--- src/rtl/mbe_pkg.sv ---
`timescale 1ns/1ps
package mbe_pkg;

  typedef enum logic [2:0] {
    S_IDLE = 3'd0,
    S_WIN  = 3'd1,
    S_PRE  = 3'd2,
    S_ERS  = 3'd3,
    S_NOP  = 3'd4,
    S_SUSP = 3'd5
  } mbe_state_e;

  // True when one more step reaches the limit (a limit of zero acts as one).
  function automatic logic at_limit(input int unsigned cnt, input int unsigned lim);
    return (cnt + 1) >= lim;
  endfunction

endpackage

--- src/rtl/mbe_window_timer.sv ---
`timescale 1ns/1ps
module mbe_window_timer #(
  parameter int WIN_TICKS = 70
) (
  input  logic clk,
  input  logic rst_n,
  input  logic restart_i,
  input  logic run_i,
  input  logic tick_i,
  output logic expire_o
);
  import mbe_pkg::*;

  localparam int WW = $clog2(WIN_TICKS + 1);

  logic [WW-1:0] cnt_q;

  assign expire_o = run_i && tick_i && !restart_i &&
                    at_limit(32'(cnt_q), WIN_TICKS);

  always_ff @(posedge clk or negedge rst_n) begin
    if (!rst_n)                cnt_q <= '0;
    else if (restart_i)        cnt_q <= '0;
    else if (run_i && tick_i)  cnt_q <= expire_o ? '0 : cnt_q + 1'b1;
  end

endmodule

--- src/rtl/mbe_phase_counter.sv ---
`timescale 1ns/1ps
module mbe_phase_counter #(
  parameter int CW = 16
) (
  input  logic          clk,
  input  logic          rst_n,
  input  logic          clear_i,
  input  logic          step_i,
  input  logic [CW-1:0] lim_i,
  output logic          last_o
);
  import mbe_pkg::*;

  logic [CW-1:0] cnt_q;

  assign last_o = step_i && at_limit(32'(cnt_q), 32'(lim_i));

  always_ff @(posedge clk or negedge rst_n) begin
    if (!rst_n)       cnt_q <= '0;
    else if (clear_i) cnt_q <= '0;
    else if (step_i)  cnt_q <= last_o ? '0 : cnt_q + 1'b1;
  end

endmodule

--- src/rtl/mblk_erase_sched.sv ---
`timescale 1ns/1ps
module mblk_erase_sched #(
  parameter int NB        = 19,
  parameter int WIN_TICKS = 70,
  parameter int NOP_TICKS = 100,
  parameter int CW        = 16
) (
  input  logic                  clk,
  input  logic                  rst_n,
  input  logic                  tick_i,
  input  logic                  cfm_i,
  input  logic [$clog2(NB)-1:0] cfm_blk_i,
  input  logic                  chip_i,
  input  logic                  susp_i,
  input  logic                  resume_i,
  input  logic                  fail_i,
  input  logic [NB-1:0]         prot_i,
  input  logic [CW-1:0]         pre_ticks_i,
  input  logic [CW-1:0]         ers_ticks_i,
  output logic                  ready_o,
  output logic [NB-1:0]         erasing_o,
  output logic                  tmr_exp_o,
  output logic                  done_o,
  output logic                  err_o
);
  import mbe_pkg::*;

  localparam int BW = $clog2(NB);

  function automatic logic [NB-1:0] blk_bit(input logic [BW-1:0] idx);
    return NB'(1) << idx;
  endfunction

  function automatic logic [BW-1:0] lowest_blk(input logic [NB-1:0] m);
    logic [BW-1:0] r;
    r = '0;
    for (int i = NB - 1; i >= 0; i--) if (m[i]) r = BW'(i);
    return r;
  endfunction

  mbe_state_e    st_q;
  logic [NB-1:0] sel_q;
  logic [BW-1:0] cur_q;
  logic          sv_ers_q, susp_pend_q, done_q, err_q;

  // Named internal events
  logic          cfm_ok, active, susp_req, susp_take, phase_step, phase_last;
  logic          win_clr, win_exp, start_evt, blk_fin;
  logic [NB-1:0] start_mask, rest_mask;
  logic [BW-1:0] nxt_idx;
  logic [CW-1:0] phase_lim;

  assign cfm_ok     = cfm_i && (32'(cfm_blk_i) < NB);
  assign active     = (st_q == S_PRE) || (st_q == S_ERS);
  assign susp_req   = susp_i || susp_pend_q;
  assign susp_take  = active && tick_i && susp_req;
  assign phase_step = tick_i && ((active && !susp_req) || (st_q == S_NOP));
  assign win_clr    = cfm_ok && ((st_q == S_WIN) || (st_q == S_IDLE && !chip_i));
  assign start_evt  = win_exp || (st_q == S_IDLE && chip_i);
  assign start_mask = (st_q == S_IDLE) ? ~prot_i : (sel_q & ~prot_i);
  assign rest_mask  = sel_q & ~blk_bit(cur_q);
  assign nxt_idx    = lowest_blk(start_evt ? start_mask : rest_mask);
  assign blk_fin    = (st_q == S_ERS) && phase_last;

  always_comb begin
    unique case (st_q)
      S_PRE:   phase_lim = pre_ticks_i;
      S_ERS:   phase_lim = ers_ticks_i;
      default: phase_lim = CW'(NOP_TICKS);
    endcase
  end

  mbe_window_timer #(.WIN_TICKS(WIN_TICKS)) win_i (
    .clk(clk), .rst_n(rst_n), .restart_i(win_clr),
    .run_i(st_q == S_WIN), .tick_i(tick_i), .expire_o(win_exp)
  );

  mbe_phase_counter #(.CW(CW)) ph_i (
    .clk(clk), .rst_n(rst_n), .clear_i(start_evt),
    .step_i(phase_step), .lim_i(phase_lim), .last_o(phase_last)
  );

  always_ff @(posedge clk or negedge rst_n) begin
    if (!rst_n) begin
      st_q     <= S_IDLE;
      sel_q    <= '0;
      cur_q    <= '0;
      sv_ers_q <= 1'b0;
      done_q   <= 1'b0;
      err_q    <= 1'b0;
    end else begin
      done_q <= 1'b0;
      unique case (st_q)
        S_IDLE: begin
          if (chip_i || cfm_ok) err_q <= 1'b0;
          if (chip_i) begin
            sel_q <= start_mask;
            if (|start_mask) begin st_q <= S_PRE; cur_q <= nxt_idx; end
            else st_q <= S_NOP;
          end else if (cfm_ok) begin
            sel_q <= blk_bit(cfm_blk_i);
            st_q  <= S_WIN;
          end
        end
        S_WIN: begin
          if (cfm_ok) sel_q <= sel_q | blk_bit(cfm_blk_i);
          else if (win_exp) begin
            sel_q <= start_mask;
            if (|start_mask) begin st_q <= S_PRE; cur_q <= nxt_idx; end
            else st_q <= S_NOP;
          end
        end
        S_PRE: begin
          if (susp_take)       begin st_q <= S_SUSP; sv_ers_q <= 1'b0; end
          else if (phase_last) st_q <= S_ERS;
        end
        S_ERS: begin
          if (susp_take) begin st_q <= S_SUSP; sv_ers_q <= 1'b1; end
          else if (blk_fin) begin
            sel_q <= rest_mask;
            if (|rest_mask) begin st_q <= S_PRE; cur_q <= nxt_idx; end
            else begin st_q <= S_IDLE; done_q <= 1'b1; end
          end
        end
        S_NOP: begin
          if (phase_last) begin st_q <= S_IDLE; done_q <= 1'b1; end
        end
        S_SUSP: begin
          if (resume_i) st_q <= sv_ers_q ? S_ERS : S_PRE;
        end
        default: st_q <= S_IDLE;
      endcase
      if (fail_i && active) err_q <= 1'b1;
    end
  end

  always_ff @(posedge clk or negedge rst_n) begin
    if (!rst_n)                   susp_pend_q <= 1'b0;
    else if (!active || susp_take) susp_pend_q <= 1'b0;
    else if (susp_i)              susp_pend_q <= 1'b1;
  end

  assign ready_o   = (st_q == S_IDLE) || (st_q == S_SUSP);
  assign tmr_exp_o = !((st_q == S_IDLE) || (st_q == S_WIN));
  assign erasing_o = sel_q;
  assign done_o    = done_q;
  assign err_o     = err_q;

endmodule

--- config.mk ---
export PLATFORM = sky130hd
export DESIGN_NAME = mblk_erase_sched
export DESIGN_NICKNAME = d
export VERILOG_FILES = /design/src/rtl/mbe_pkg.sv /design/src/rtl/mbe_window_timer.sv /design/src/rtl/mbe_phase_counter.sv /design/src/rtl/mblk_erase_sched.sv
export SDC_FILE = /design/constraint.sdc
export NUM_CORES = 1
export LEC_CHECK = 0
export BUFFER_PORTS_ARGS = -buffer_cell sky130_fd_sc_hd__buf_2
export CAP_MARGIN = 10
export CORE_ASPECT_RATIO = 2
export CORE_MARGIN = 5
export CORE_UTILIZATION = 38
export CTS_BUF_LIST = sky130_fd_sc_hd__clkbuf_4
export CTS_CLUSTER_DIAMETER = 50
export DETAILED_ROUTE_END_ITERATION = 8
export GPL_TIMING_DRIVEN = 1
export PLACE_DENSITY = 0.56
export SLEW_MARGIN = 20
export SYNTH_ARGS = -nofsm -noshare
export SYNTH_HDL_FRONTEND = slang
export SYNTH_HIERARCHICAL = 1
export SYNTH_SLANG_ARGS = --single-unit
--- constraint.sdc ---
create_clock -name clk -period 4.39 [get_ports clk]
set_clock_uncertainty 0.05 [all_clocks]
set_input_delay 0.2195 -clock clk [delete_from_list [all_inputs] [get_ports clk]]
set_output_delay 0.2195 -clock clk [all_outputs]
set_load 0.02 [all_outputs]
=== After elaboration in Yosys (flattened, before gate mapping) ===
Index checks and enable logic that the tools add are counted.
Widths: inputs -> output; s select.

* Register bits after elaboration: 54
* Input port bits: 64
* Output and inout bits: 23
* Logic and storage cells: 155

* Add/subtract/negate cells: 4
* Magnitude comparators: 3
* Equality and inequality tests: 19
* Shifts and indexed selects: 2
* Mux-type cells: 70
* Bitwise operators: 5
* Reduce and logical (&&, ||, !) cells: 43

{| class="wikitable"
|+ Operators with widths
! kind !! number
|-
| $mux 19 || 8
|-
| $mux 5 || 26
|-
| $pmux 19 s3 || 1
|-
| $mux 16 || 3
|-
| $and 19x19->19 || 2
|-
| $not 19->19 || 2
|-
| $reduce_or 19->1 || 2
|-
| $shl 1x5->19 const A || 2
|-
| $mux 3 || 11
|-
| $ge 32x16->1 || 1
|-
| $ge 32x7->1 const B || 1
|-
| $pmux 16 s2 || 1
|-
| $mux 7 || 3
|-
| $or 19x19->19 || 1
|-
| $pmux 3 s6 || 1
|-
| $add 16x1->17 const B || 1
|-
| $add 16x1->16 const B || 1
|-
| $ne 2x2->1 const B || 8
|-
| $pmux 5 s3 || 1
|-
| $logic_and 1x1->1 || 14
|-
| $reduce_and 7->1 || 2
|-
| $mux 1 || 12
|-
| $reduce_bool 2->1 || 6
|-
| $logic_or 1x1->1 || 9
|-
| 17 further kinds || 27
|}

=== Longest topological paths before layout ===
Gate-level depths: netlist (run 1).

* Word-level depth: 32
* Mapped depth: 19
* Gate-level depth less buffers: 18

=== Hierarchy ===
Netlist (run 1), hierarchy kept.

{| class="wikitable"
|+ By module, submodules not included
! module !! times used !! cells each !! area an instance (um^2) !! seq. area each (um^2)
|-
| mblk_erase_sched || 1 || 485 || 3520.9 || 775.7
|-
| mbe_phase_counter || 1 || 153 || 1362.6 || 400.4
|-
| mbe_window_timer || 1 || 65 || 600.6 || 175.2
|}

=== Least setup slack after synthesis (run 1) ===
No wires, ideal clock.

* Path type: reg-to-reg
* Start: register st_q[1]
* End: register sel_q[1] (netlist: erasing_o[1])
* Library setup time: 121 ps
* Arrival: 3591 ps
* Data required time: 4219 ps
* Slack: 628 ps
* Cell stages (with the launch flop): 18
* Path buffers: 4
* Period minus slack after synthesis: 3762 ps
* Cell sequence: dfrtp_1 -> buf_2 -> buf_1 -> clkbuf_1 -> nand2_1 -> buf_1 -> nor2_1 -> inv_1 -> ha_1 -> nand4_1 -> nor3_1 -> a2111oi_2 -> o211ai_1 -> and2_1 -> nand3_1 -> a221oi_2 -> o21ai_0 -> a22o_1

* Elaborated cells between the ends (all ways): 33
* Those cells by class: 1 x order compare; 8 x eq/ne; 6 x mux; 18 x reduce/logical

{| class="wikitable"
|+ RTL lines
! what !! line !! RTL
|-
| from (decl) || mblk_erase_sched.sv:41 || <nowiki>mbe_state_e st_q;</nowiki>
|-
| from (signal assigned) || mblk_erase_sched.sv:129 || <nowiki>if (resume_i) st_q <= sv_ers_q ? S_ERS : S_PRE;</nowiki>
|-
| $eq 3x2->1 || mblk_erase_sched.sv:66 || <nowiki>unique case (st_q)</nowiki>
|-
| $pmux 16 s2 (*) || mblk_erase_sched.sv:66 ||
|-
| via phase_lim[7] || mblk_erase_sched.sv:51 || <nowiki>logic [CW-1:0] phase_lim;</nowiki>
|-
| $ge 32x16->1 (*) || mbe_pkg.sv:15 || <nowiki>return (cnt + 1) >= lim;</nowiki>
|-
| $logic_and 1x1->1 (*) || mbe_phase_counter.sv:16 || <nowiki>assign last_o = step_i && at_limit(32'(cnt_q), 32'(lim_i));</nowiki>
|-
| via phase_last || mblk_erase_sched.sv:47 || <nowiki>logic cfm_ok, active, susp_req, susp_take, phase_step, phase_last;</nowiki>
|-
| $logic_and 1x1->1 (*) || mblk_erase_sched.sv:63 || <nowiki>assign blk_fin = (st_q == S_ERS) && phase_last;</nowiki>
|-
| $ne 2x2->1 (no line) (*) || - ||
|-
| $reduce_and 5->1 (no line) (*) || - ||
|-
| to (signal assigned) || mblk_erase_sched.sv:97 || <nowiki>sel_q <= start_mask;</nowiki>
|-
| to (signal assigned) || mblk_erase_sched.sv:101 || <nowiki>sel_q <= blk_bit(cfm_blk_i);</nowiki>
|-
| to (signal assigned) || mblk_erase_sched.sv:106 || <nowiki>if (cfm_ok) sel_q <= sel_q | blk_bit(cfm_blk_i);</nowiki>
|-
| to (decl) || mblk_erase_sched.sv:42 || <nowiki>logic [NB-1:0] sel_q;</nowiki>
|}

The timed path passes the listed nets; every way through them passes the cells marked *. The select of a mux whose other input is x is not followed.
A chain may end at the register's enable or synchronous reset.

=== Worst setup path after layout (run 1) ===
* Start: register ph_i.cnt_q[2]
* End: register sel_q[1] (netlist: erasing_o[1])

* Cells in the longest elaborated chain, start to end: 6

{| class="wikitable"
|+ RTL lines
! what !! line !! RTL
|-
| from (decl) || mbe_phase_counter.sv:14 || <nowiki>logic [CW-1:0] cnt_q;</nowiki>
|-
| from (signal assigned) || mbe_phase_counter.sv:21 || <nowiki>else if (step_i) cnt_q <= last_o ? '0 : cnt_q + 1'b1;</nowiki>
|-
| $add 16x1->17 || mbe_pkg.sv:15 ||
|-
| $ge 32x16->1 || mbe_pkg.sv:15 ||
|-
| $logic_and 1x1->1 || mbe_phase_counter.sv:16 ||
|-
| via phase_last || mblk_erase_sched.sv:47 ||
|-
| $logic_and 1x1->1 || mblk_erase_sched.sv:63 ||
|-
| $ne 2x2->1 (no line) || - ||
|-
| $reduce_and 5->1 (no line) || - ||
|}

The timed path passes the listed nets, and every way through them passes these cells.

==> results.txt, run 1 <==
- Result of the run: completed
- Worst setup path class: reg -> reg
* Area used by multi-input combinational logic: ~3800 um^2
- In the routed layout, each cell is associated on average with a via count of 5.97.
- CTS HTree Levels: 2
- RSZ-0062 raised after global routing: false
- In the synthesized netlist the dominant register cell turns out to be sky130_fd_sc_hd__dfrtp_1.
* Total placed instance area: approximately 6000 um^2
* Clock tree from TritonCTS: done
* Final max-slew violation count: 0
- Switching power summed over all nets: 2.14 mW
* Number of violations of the max-capacitance limit: 0
* First-pass iteration count of the detailed router: 4
- The cell count after synthesis came out at 703.
* Proportion of register bits with asynchronous set or reset after synthesis: 1.00
- Proportion of power drawn by flip-flops and latches: 0.223
* Power Density: roughly 620 nW/um^2
- Post-Synthesis Mean Instance Area: between 7 and 8 um^2
- In this run the worst path has a maximum fanout of 6.
- In this run the tightest slew margin relative to its limit is 0.277.
- Delay-heaviest family, CP: simple AND/OR/NAND/NOR gates
* I/O pins: 87
- R2r worst-path depth: 15
- The worst-case IR drop observed on VDD is about 220 uV.
- Detailed placement ended at an HPWL of 15800 um.
- The die covers 17100 um^2.
* CP bufs+invs: 0
* Total negative slack: 0 ps
* Most common cell after layout, fill and taps aside: sky130_fd_sc_hd__buf_2
- After synthesis, the largest family of logic cells by area is compound AO/OA/AOI/OAI gates.
- Die span in x: 94.9 um
- STA classifies the critical path startpoint as a flip-flop.
* Die extent in y: about 180 um
- At the end of routability-driven placement, the weighted congestion stood at 1.03.
* Cell area after technology mapping: approximately 5500 um^2
- The synthesized design contains 54 register bits.
- Global-route wire length before repair: between 30000 and 40000 um
- After filler insertion, the fill cell instance count of the layout stands at 1504.
- Across all hold checks on the routed design, the worst slack comes to 9.48 ps.
- Data arrives at the worst endpoint at 4290 ps.
- The via count of the first global-routing pass came to 5921.
- Entering global routing, the biggest net connects 55 pins.
* Most common cell type on the critical path: sky130_fd_sc_hd__and3_1
- For the pin with the worst max-slew slack, the measured transition is between 1000 and 1500 ps.
* Fraction of power spent switching nets: 0.555
- After clock tree synthesis, the clock-pin slew on the worst setup and hold paths is 190 ps.
* Worst hold path type: in -> reg
* Final hold violation count: 0
* Number of standard-cell rows in the floorplan: 62
* Share of synthesized cell area in and, or, nand and nor gates: 0.257
* Fraction of synthesized cell area in xor and xnor cells: 0.0189
* Endpoint of the worst register-to-register path: erasing_o[1]$_DFFE_PN0P_
* Antenna violations before repair: 1
- Largest stage delay on the critical path: 460 ps
- Placeable Area: 14300 um^2
- The fraction of the mapped netlist area in compound gates was 0.294.
- Compared with the post-synthesis result, the final layout area differs by 12.9%.
- Cell area after layout: 6190 um^2
- Fraction of layout instances using a drive strength above 1: 0.209
- The completed layout was analyzed and its total power is 3.85 mW.
- Register area: ~1400 um^2
- Top achievable clock speed: 249 MHz
- Following the worst setup path forward leads to its endpoint at erasing_o[1]$_DFFE_PN0P_.
* Most used cells in the layout excluding fill and tap cells: sky130_fd_sc_hd__buf_2, sky130_fd_sc_hd__nor2_1, sky130_fd_sc_hd__nand2_1, sky130_fd_sc_hd__o21ai_0, sky130_fd_sc_hd__dfrtp_1
- Walking the worst path, the cells encountered are and3_1 > and3_1 > nand2_1 > o21a_1 > or2_1 > ha_1 > nand4_1 > nor4_1 > o21bai_1 > o211ai_1 > and2_1 > nand3_1 > a221oi_2 > o21ai_0 > a22o_1.
- The initial utilization of the core area, before any placement, comes to 0.384.
- Required time of the worst setup path: 4670 ps
- Distinct cell type count of the synthesized netlist: 85
- Clock tree root driver cell: sky130_fd_sc_hd__clkbuf_4
* Clock network latency to the later pin of the worst-skew pair: roughly 420 ps
- The number of nets in the synthesized netlist is approximately 790.
- Total wire length: around 20000 um
- Routed wirelength normalized by instance count: about 21 um
* Final antenna-violating net count: 0
* Buffer depth of the longest clock path: 2
- Setup violations remaining at the end of the flow were counted as 0.
- Power share of the clock group: 0.085
- For this design the static power due to leakage is 2.74 nW.
* FF-to-FF Start: ph_i/cnt_q[2]$_DFFE_PN0P_
- Combinational fraction of design power: 0.692
* Post-CTS repair timing setup buffer count: 0
* Total via count in the routed design: 5783
* Number of synthesized flops with an enable pin: 0
- After the first detailed-routing iteration, the DRC count stood at approximately 320.
* Inserted Clock Buffers: 5
- After synthesis, the share of cell area in mux cells is 0.0792.
- YS warnings: 6
- Remaining routing DRC violations: 0
- Counting I/O delays and the setup requirement, the final critical path takes 4010 ps.
- Across every metal layer, demand over resource in global routing totals 0.238.
* Number of clock sinks: 54
- Fraction of the yosys area taken by sequential cells: 0.246
- Final worst-path cycle share: 0.914
- Across all register-to-register paths, the minimum setup slack is 380 ps.
- The critical path runs through a total of 15 cells.
- During placement, the flow inserted port buffers numbering 86.
- The slowest stage of the critical path is the sky130_fd_sc_hd__dfrtp_1 cell.
- At the placement stage, the worst setup path has a slack of 332 ps.
* Adder and majority cell fraction of the synthesized area: 0.0433
- Internal power of the cells: ~1.7 mW
- Tracing the worst setup path back leads to its startpoint at ph_i/cnt_q[2]$_DFFE_PN0P_.
- Once routing completed, OpenROAD measured the worst setup slack at 379 ps.
* Grt total ovfl: 0
- Kind of capture point of the worst setup path: flip-flop
- Final layout net count: about 860
## power by group through the flow
stage,Clock (mW),Sequential (mW),Combinational (mW)
2_1_floorplan,0,0.879,1.80
3_3_place_gp,0,0.859,2.61
3_5_place_dp,0,0.863,2.63
4_1_cts,0.337,0.852,2.64
5_1_grt,0.350,0.876,2.91
6_report,0.328,0.857,2.66
## logic make-up after synthesis
logic type,after synthesis
simple gates,272
mux,41
fa+ha+maj,19
compound gates,233
buf+inv,73
flops,54
xor+xnor,11
## per-layer routing
layer  vias up  global-route usage  routed length, um
li1       2746                   -                  -
met4         0               0.142               1420
met2       222               0.458              11100
met1      2726               0.231               6760
met5         -                   0                  0
met3        89              0.0268                931
## metrics by stage
step                      cells  utilization
after global routing        968        0.434
after detailed placement    957        0.426
after floorplan             703            -
final                       968        0.434
after global placement      957        0.426
after CTS                   967        0.433
## worst register-to-register path: cells and delay by family, from the launching register on
family,cells,cell delay (ps)
AND/OR/NAND/NOR,8,1770
AO/OA/AOI/OAI,6,1360
flip-flops,1,460
adder cells (fa/ha/maj),1,290
## state kept, by name, summed over array words and instances (netlist names)
name,count
cur_q,5
susp_pend_q,1
win_i/cnt_q,7
sv_ers_q,1
err_o,1
ph_i/cnt_q,16
st_q,3
done_o,1
erasing_o,19
## final cells by class
cell class	count	share of cell area
diodes	1	0.000404
clock buffers	5	0.00606
clock inverters	3	0.00768
inverters	30	0.0182
multi-input cells	576	0.615
flip-flops and latches	54	0.218
well taps	192	0.0388
repair buffers	107	0.0958
## repair_timing
action	4_1_cts	5_1_grt
endpoints found under the setup margin	0	2
hold buffers	2	0
gates resized for setup	0	1
hold endpoints to repair	55	0
## cells in the mapped netlist, types with 4 or more instances
| cell type | number | area (um^2) |
|---|---|---|
| sky130_fd_sc_hd__a21o_1 | 6 | 45.0 |
| sky130_fd_sc_hd__o21ai_0 | 60 | 300 |
| sky130_fd_sc_hd__nor3b_1 | 4 | 30.0 |
| sky130_fd_sc_hd__nand3_1 | 22 | 110 |
| sky130_fd_sc_hd__buf_6 | 6 | 67.6 |
| sky130_fd_sc_hd__mux2i_1 | 31 | 310 |
| sky130_fd_sc_hd__nand3b_1 | 4 | 30.0 |
| sky130_fd_sc_hd__o211ai_1 | 12 | 90.1 |
| sky130_fd_sc_hd__nor2b_1 | 10 | 62.6 |
| sky130_fd_sc_hd__nand4_1 | 14 | 87.6 |
| sky130_fd_sc_hd__clkbuf_1 | 26 | 97.6 |
| sky130_fd_sc_hd__xor2_1 | 5 | 43.8 |
| sky130_fd_sc_hd__dfrtp_1 | 54 | 1350 |
| sky130_fd_sc_hd__a21oi_1 | 38 | 190 |
| sky130_fd_sc_hd__mux2_2 | 5 | 56.3 |
| sky130_fd_sc_hd__and3_1 | 8 | 50.1 |
| sky130_fd_sc_hd__ha_1 | 19 | 238 |
| sky130_fd_sc_hd__buf_1 | 5 | 18.8 |
| sky130_fd_sc_hd__inv_1 | 28 | 105 |
| sky130_fd_sc_hd__o21bai_2 | 7 | 78.8 |
| sky130_fd_sc_hd__a2111oi_2 | 4 | 60.1 |
| sky130_fd_sc_hd__a31oi_1 | 10 | 62.6 |
| sky130_fd_sc_hd__nor3_1 | 20 | 100 |
| sky130_fd_sc_hd__nand2b_1 | 14 | 87.6 |
| sky130_fd_sc_hd__or3_1 | 8 | 50.1 |
| sky130_fd_sc_hd__xnor2_1 | 5 | 43.8 |
| sky130_fd_sc_hd__a211o_1 | 4 | 35.0 |
| sky130_fd_sc_hd__o21bai_1 | 14 | 105 |
| sky130_fd_sc_hd__o22ai_1 | 6 | 37.5 |
| sky130_fd_sc_hd__nand2_1 | 60 | 225 |
| sky130_fd_sc_hd__and2_1 | 5 | 31.3 |
| sky130_fd_sc_hd__o21ai_1 | 9 | 45.0 |
| sky130_fd_sc_hd__a22o_1 | 9 | 78.8 |
| sky130_fd_sc_hd__nor2_1 | 75 | 282 |
| sky130_fd_sc_hd__o32ai_1 | 5 | 43.8 |
| sky130_fd_sc_hd__or2_1 | 4 | 25.0 |
| sky130_fd_sc_hd__a211oi_1 | 14 | 105 |
## how the worst min path moves through the flow
stage                       from                       end  slack [ps]  depth (start not counted)
after floorplan            rst_n      cur_q[0]$_DFFE_PN0P_        -130                          0
after global placement     rst_n  erasing_o[0]$_DFFE_PN0P_         380                          2
after detailed placement   rst_n  erasing_o[0]$_DFFE_PN0P_         380                          2
after CTS                 tick_i   susp_pend_q$_DFFE_PN0P_          10                          2
after global routing      tick_i   susp_pend_q$_DFFE_PN0P_           7                          2
final                     tick_i   susp_pend_q$_DFFE_PN0P_           9                          2
No activity file was read; power rests on OpenSTA's default activity.
==> inputs of run 2 (changes only) <==
--- a/config.mk
+++ b/config.mk
@@ -9,12 +9,12 @@
 export CAP_MARGIN = 10
 export CORE_ASPECT_RATIO = 2
 export CORE_MARGIN = 5
-export CORE_UTILIZATION = 38
+export CORE_UTILIZATION = 60
 export CTS_BUF_LIST = sky130_fd_sc_hd__clkbuf_4
 export CTS_CLUSTER_DIAMETER = 50
 export DETAILED_ROUTE_END_ITERATION = 8
 export GPL_TIMING_DRIVEN = 1
-export PLACE_DENSITY = 0.56
+export PLACE_DENSITY = 0.83
 export SLEW_MARGIN = 20
 export SYNTH_ARGS = -nofsm -noshare
 export SYNTH_HDL_FRONTEND = slang
==> run 2 against run 1 <==
  * Cell area fell by 2.1%
  * Largest cell class unchanged
  * Worst setup slack got worse by 91 ps
  * Sequential share of layout area rose by 0.49 points
  * Register-to-register slack got worse by 90 ps
==> results.txt, run 2 (synthesis gave the netlist of run 1 again) <==
- The ratio of total power to cell area was 631 nW/um^2 (+1.5%).
- Worst hold path type: in -> reg
- The area taken by multi-input logic gates was 3810 um^2 (unchanged).
- Clock network latency to the later pin of the worst-skew pair: 420 ps (about the same)
- Worst-margin pin slew: 1060 ps (-18.2 ps)
* Via-per-instance ratio: 6.88 (+15%)
- Worst setup SP type: flip-flop
- The number of setup violations in the final report came to 0 (unchanged).
- The number of buffers added by the clock tree synthesis step was 5 (unchanged).
- Final hold violation count: 0 (unchanged)
* Top achievable clock speed: 244 MHz (-2.2%)
* Final estimated routing congestion in global placement: 1.16 (+12%)
* Number of violations of the max-capacitance limit: 0 (unchanged)
- First-pass iteration count of the detailed router: 5 (+1)
- The routed wire length is 18900 um (-6.1%).
- Antenna violations before repair: 1 (unchanged)
* Remaining routing DRC violations: 0 (unchanged)
- The clock network fraction of total power is 0.082 (-0.003).
* Proportion of power drawn by flip-flops and latches: 0.228 (+0.005)
* Final max-slew violation count: 0 (unchanged)
* Cell area after layout: 6060 um^2 (-2.1%)
- Clock tree from TritonCTS: done
* Combinational fraction of design power: 0.690 (-0.002)
- Number of clock sinks: 54 (unchanged)
* CTS HTree Levels: 2 (unchanged)
- Routed wirelength normalized by instance count: 21.7 um (+3.9%)
* Crit-path slowest cell: sky130_fd_sc_hd__dfrtp_1
- The library cell used most frequently in the layout, excluding fill and tap cells, is sky130_fd_sc_hd__buf_2.
- Initial Util: 0.613 (+0.228)
- Die span in x: 77.6 um (-18%)
- Setup repair after global routing left no endpoint under its margin.
- Final layout net count: 854 (-0.35%)
- Internal power of the cells: 1.70 mW (-0.37%)
* Placeable Area: 8950 um^2 (-37%)
- The via count was 6020 (+4.1%).
- Most used cells in the layout excluding fill and tap cells: sky130_fd_sc_hd__buf_2, sky130_fd_sc_hd__nor2_1, sky130_fd_sc_hd__o21ai_0
- The worst setup path is captured at a flip-flop.
- Die extent in y: 145 um (-19%)
- Fraction of power spent switching nets: 0.554 (-0.00141)
- IO Port Bufs: 86 (unchanged)
- The leakage power of the design is 2.72 nW (-0.71%).
* Area of the die: 11300 um^2 (-34%)
- Tightest slew margin relative to the limit: 0.289 (+0.0122)
- The flip-flop and latch area came to 1350 um^2 (about the same).
- Required time of the worst setup path: 4690 ps (+20 ps)
- Max FFs per register: 19 (unchanged)
* Detail Placement HPWL: 14400 um (-8.8%)
- I/O pins: 87 (unchanged)
- The standard-cell row count is 49 (-21%).
* Worst-path cell chain: inv_1 > ha_1 > nand2b_1 > a211oi_1 > o22ai_2 > a21oi_2 > nor3_4 > nor3b_2 > a21oi_2 > inv_2 > buf_4 > mux2i_1 > nor2b_1 > nor4b_1 > a211oi_1 > o2bb2ai_1
* Buffer depth of the longest clock path: 2 (unchanged)
- Filler cell count in the final layout: 744 (-51%)
* Area added between synthesis and finish: 10.5%
- The fraction of final layout cells sized beyond drive strength 1 came to 0.206 (-0.00307).
- The via count of the first global-routing pass was 6130 (+3.5%).
* Total placed instance area: 5940 um^2 (-2.3%)
- Clock tree root driver cell: sky130_fd_sc_hd__clkbuf_4
- Clock period minus final worst setup slack: 4100 ps (+91.4 ps)
* Final worst-path cycle share: 0.935 (+0.0208)
- Switching power summed over all nets: 2.12 mW (-0.94%)
- Post-CTS repair timing setup buffer count: 0 (unchanged)
- The largest fanout on the critical path was 20 (+14).
* Worst EP arrival: 4400 ps (+110 ps)
- Grt total ovfl: 0 (unchanged)
* Worst IR drop on VDD: 329 uV (+51%)
- The clock slew seen by the registers of the worst setup and hold paths is 190 ps (about the same).
- The setup TNS came to 0 ps (unchanged).
* Result of the run: completed
* Tot GR Track Use: 0.332 (+0.0944)
* Initial drt markers: 496 (+56%)
- Largest net degree at the start of global routing: 55 (unchanged)
- The critical path in this run is classified as reg -> reg.
- Final antenna-violating net count: 0 (unchanged)
* Largest stage delay on the critical path: 450 ps (about the same)
- Global-route wire length before repair: 30500 um (-3.8%)
==> run 2: area by class of cell <==
| type | instances | area share |
|---|---|---|
| clock buffer | 5 | 0.00619 |
| multi-input combinational | 576 | 0.628 |
| inverter | 30 | 0.0186 |
| clock inverter | 3 | 0.00784 |
| timing repair buffer | 104 | 0.0946 |
| sequential | 54 | 0.223 |
| tap | 102 | 0.0211 |
| antenna | 1 | 0.000413 |
==> run 2: final timing paths <==
kind / startpoint / end / slack, ps / cells after the start
setup / recovery: win_i/cnt_q[1]$_DFFE_PN0P_ / cur_q[0]$_DFFE_PN0P_ / 290 / 16
hold / removal: prot_i[9] / erasing_o[9]$_DFFE_PN0P_ / 50 / 4
setup reg to reg: win_i/cnt_q[1]$_DFFE_PN0P_ / cur_q[0]$_DFFE_PN0P_ / 290 / 16
hold reg to reg: err_o$_DFFE_PN0P_ / err_o$_DFFE_PN0P_ / 500 / 1
max in group asynchronous: rst_n / st_q[2]$_DFFE_PN0P_ / 3350 / 3
min in group asynchronous: rst_n / erasing_o[18]$_DFFE_PN0P_ / 400 / 3
==> run 2: routing by layer <==
metal	up-vias	routed length [um]	GRT usage
met5	-	0	0
met4	0	1570	0.244
met3	123	1260	0.0428
met2	358	9860	0.595
met1	2806	6260	0.339
li1	2733	-	-
==> run 2: through the flow <==
stage	power [mW]	hold WS, ps	cells	util	worst slack [ps]
after floorplan	2.68	-126	703	-	628
after global placement	3.36	358	863	0.663	273
after detailed placement	3.42	359	863	0.663	124
after CTS	3.74	38.4	874	0.676	116
after global routing	4.08	68.9	875	0.677	41.3
final	3.82	51.1	875	0.677	287
==> run 2: what timing repair did <==
action	in CTS	in global routing
gates resized for setup	0	3
hold endpoints to repair	56	0
hold buffers	3	0
setup endpoints to repair	0	17
==> run 2: power groups by stage <==
stage / clock, mW / combinational, mW / sequential (mW)
floorplan: 0 / 1.80 / 0.879
global placement: 0 / 2.51 / 0.857
detailed placement: 0 / 2.55 / 0.864
CTS: 0.319 / 2.57 / 0.854
global route: 0.331 / 2.85 / 0.891
finish: 0.313 / 2.64 / 0.873
==> run 2: critical path: cells and delay by family, from the launching register on <==
family / cells / cell delay [ps]
simple gates: 5 / 1390
compound gates: 6 / 830
buf+inv: 3 / 560
flops: 1 / 450
mux: 1 / 440
fa+ha+maj: 1 / 290
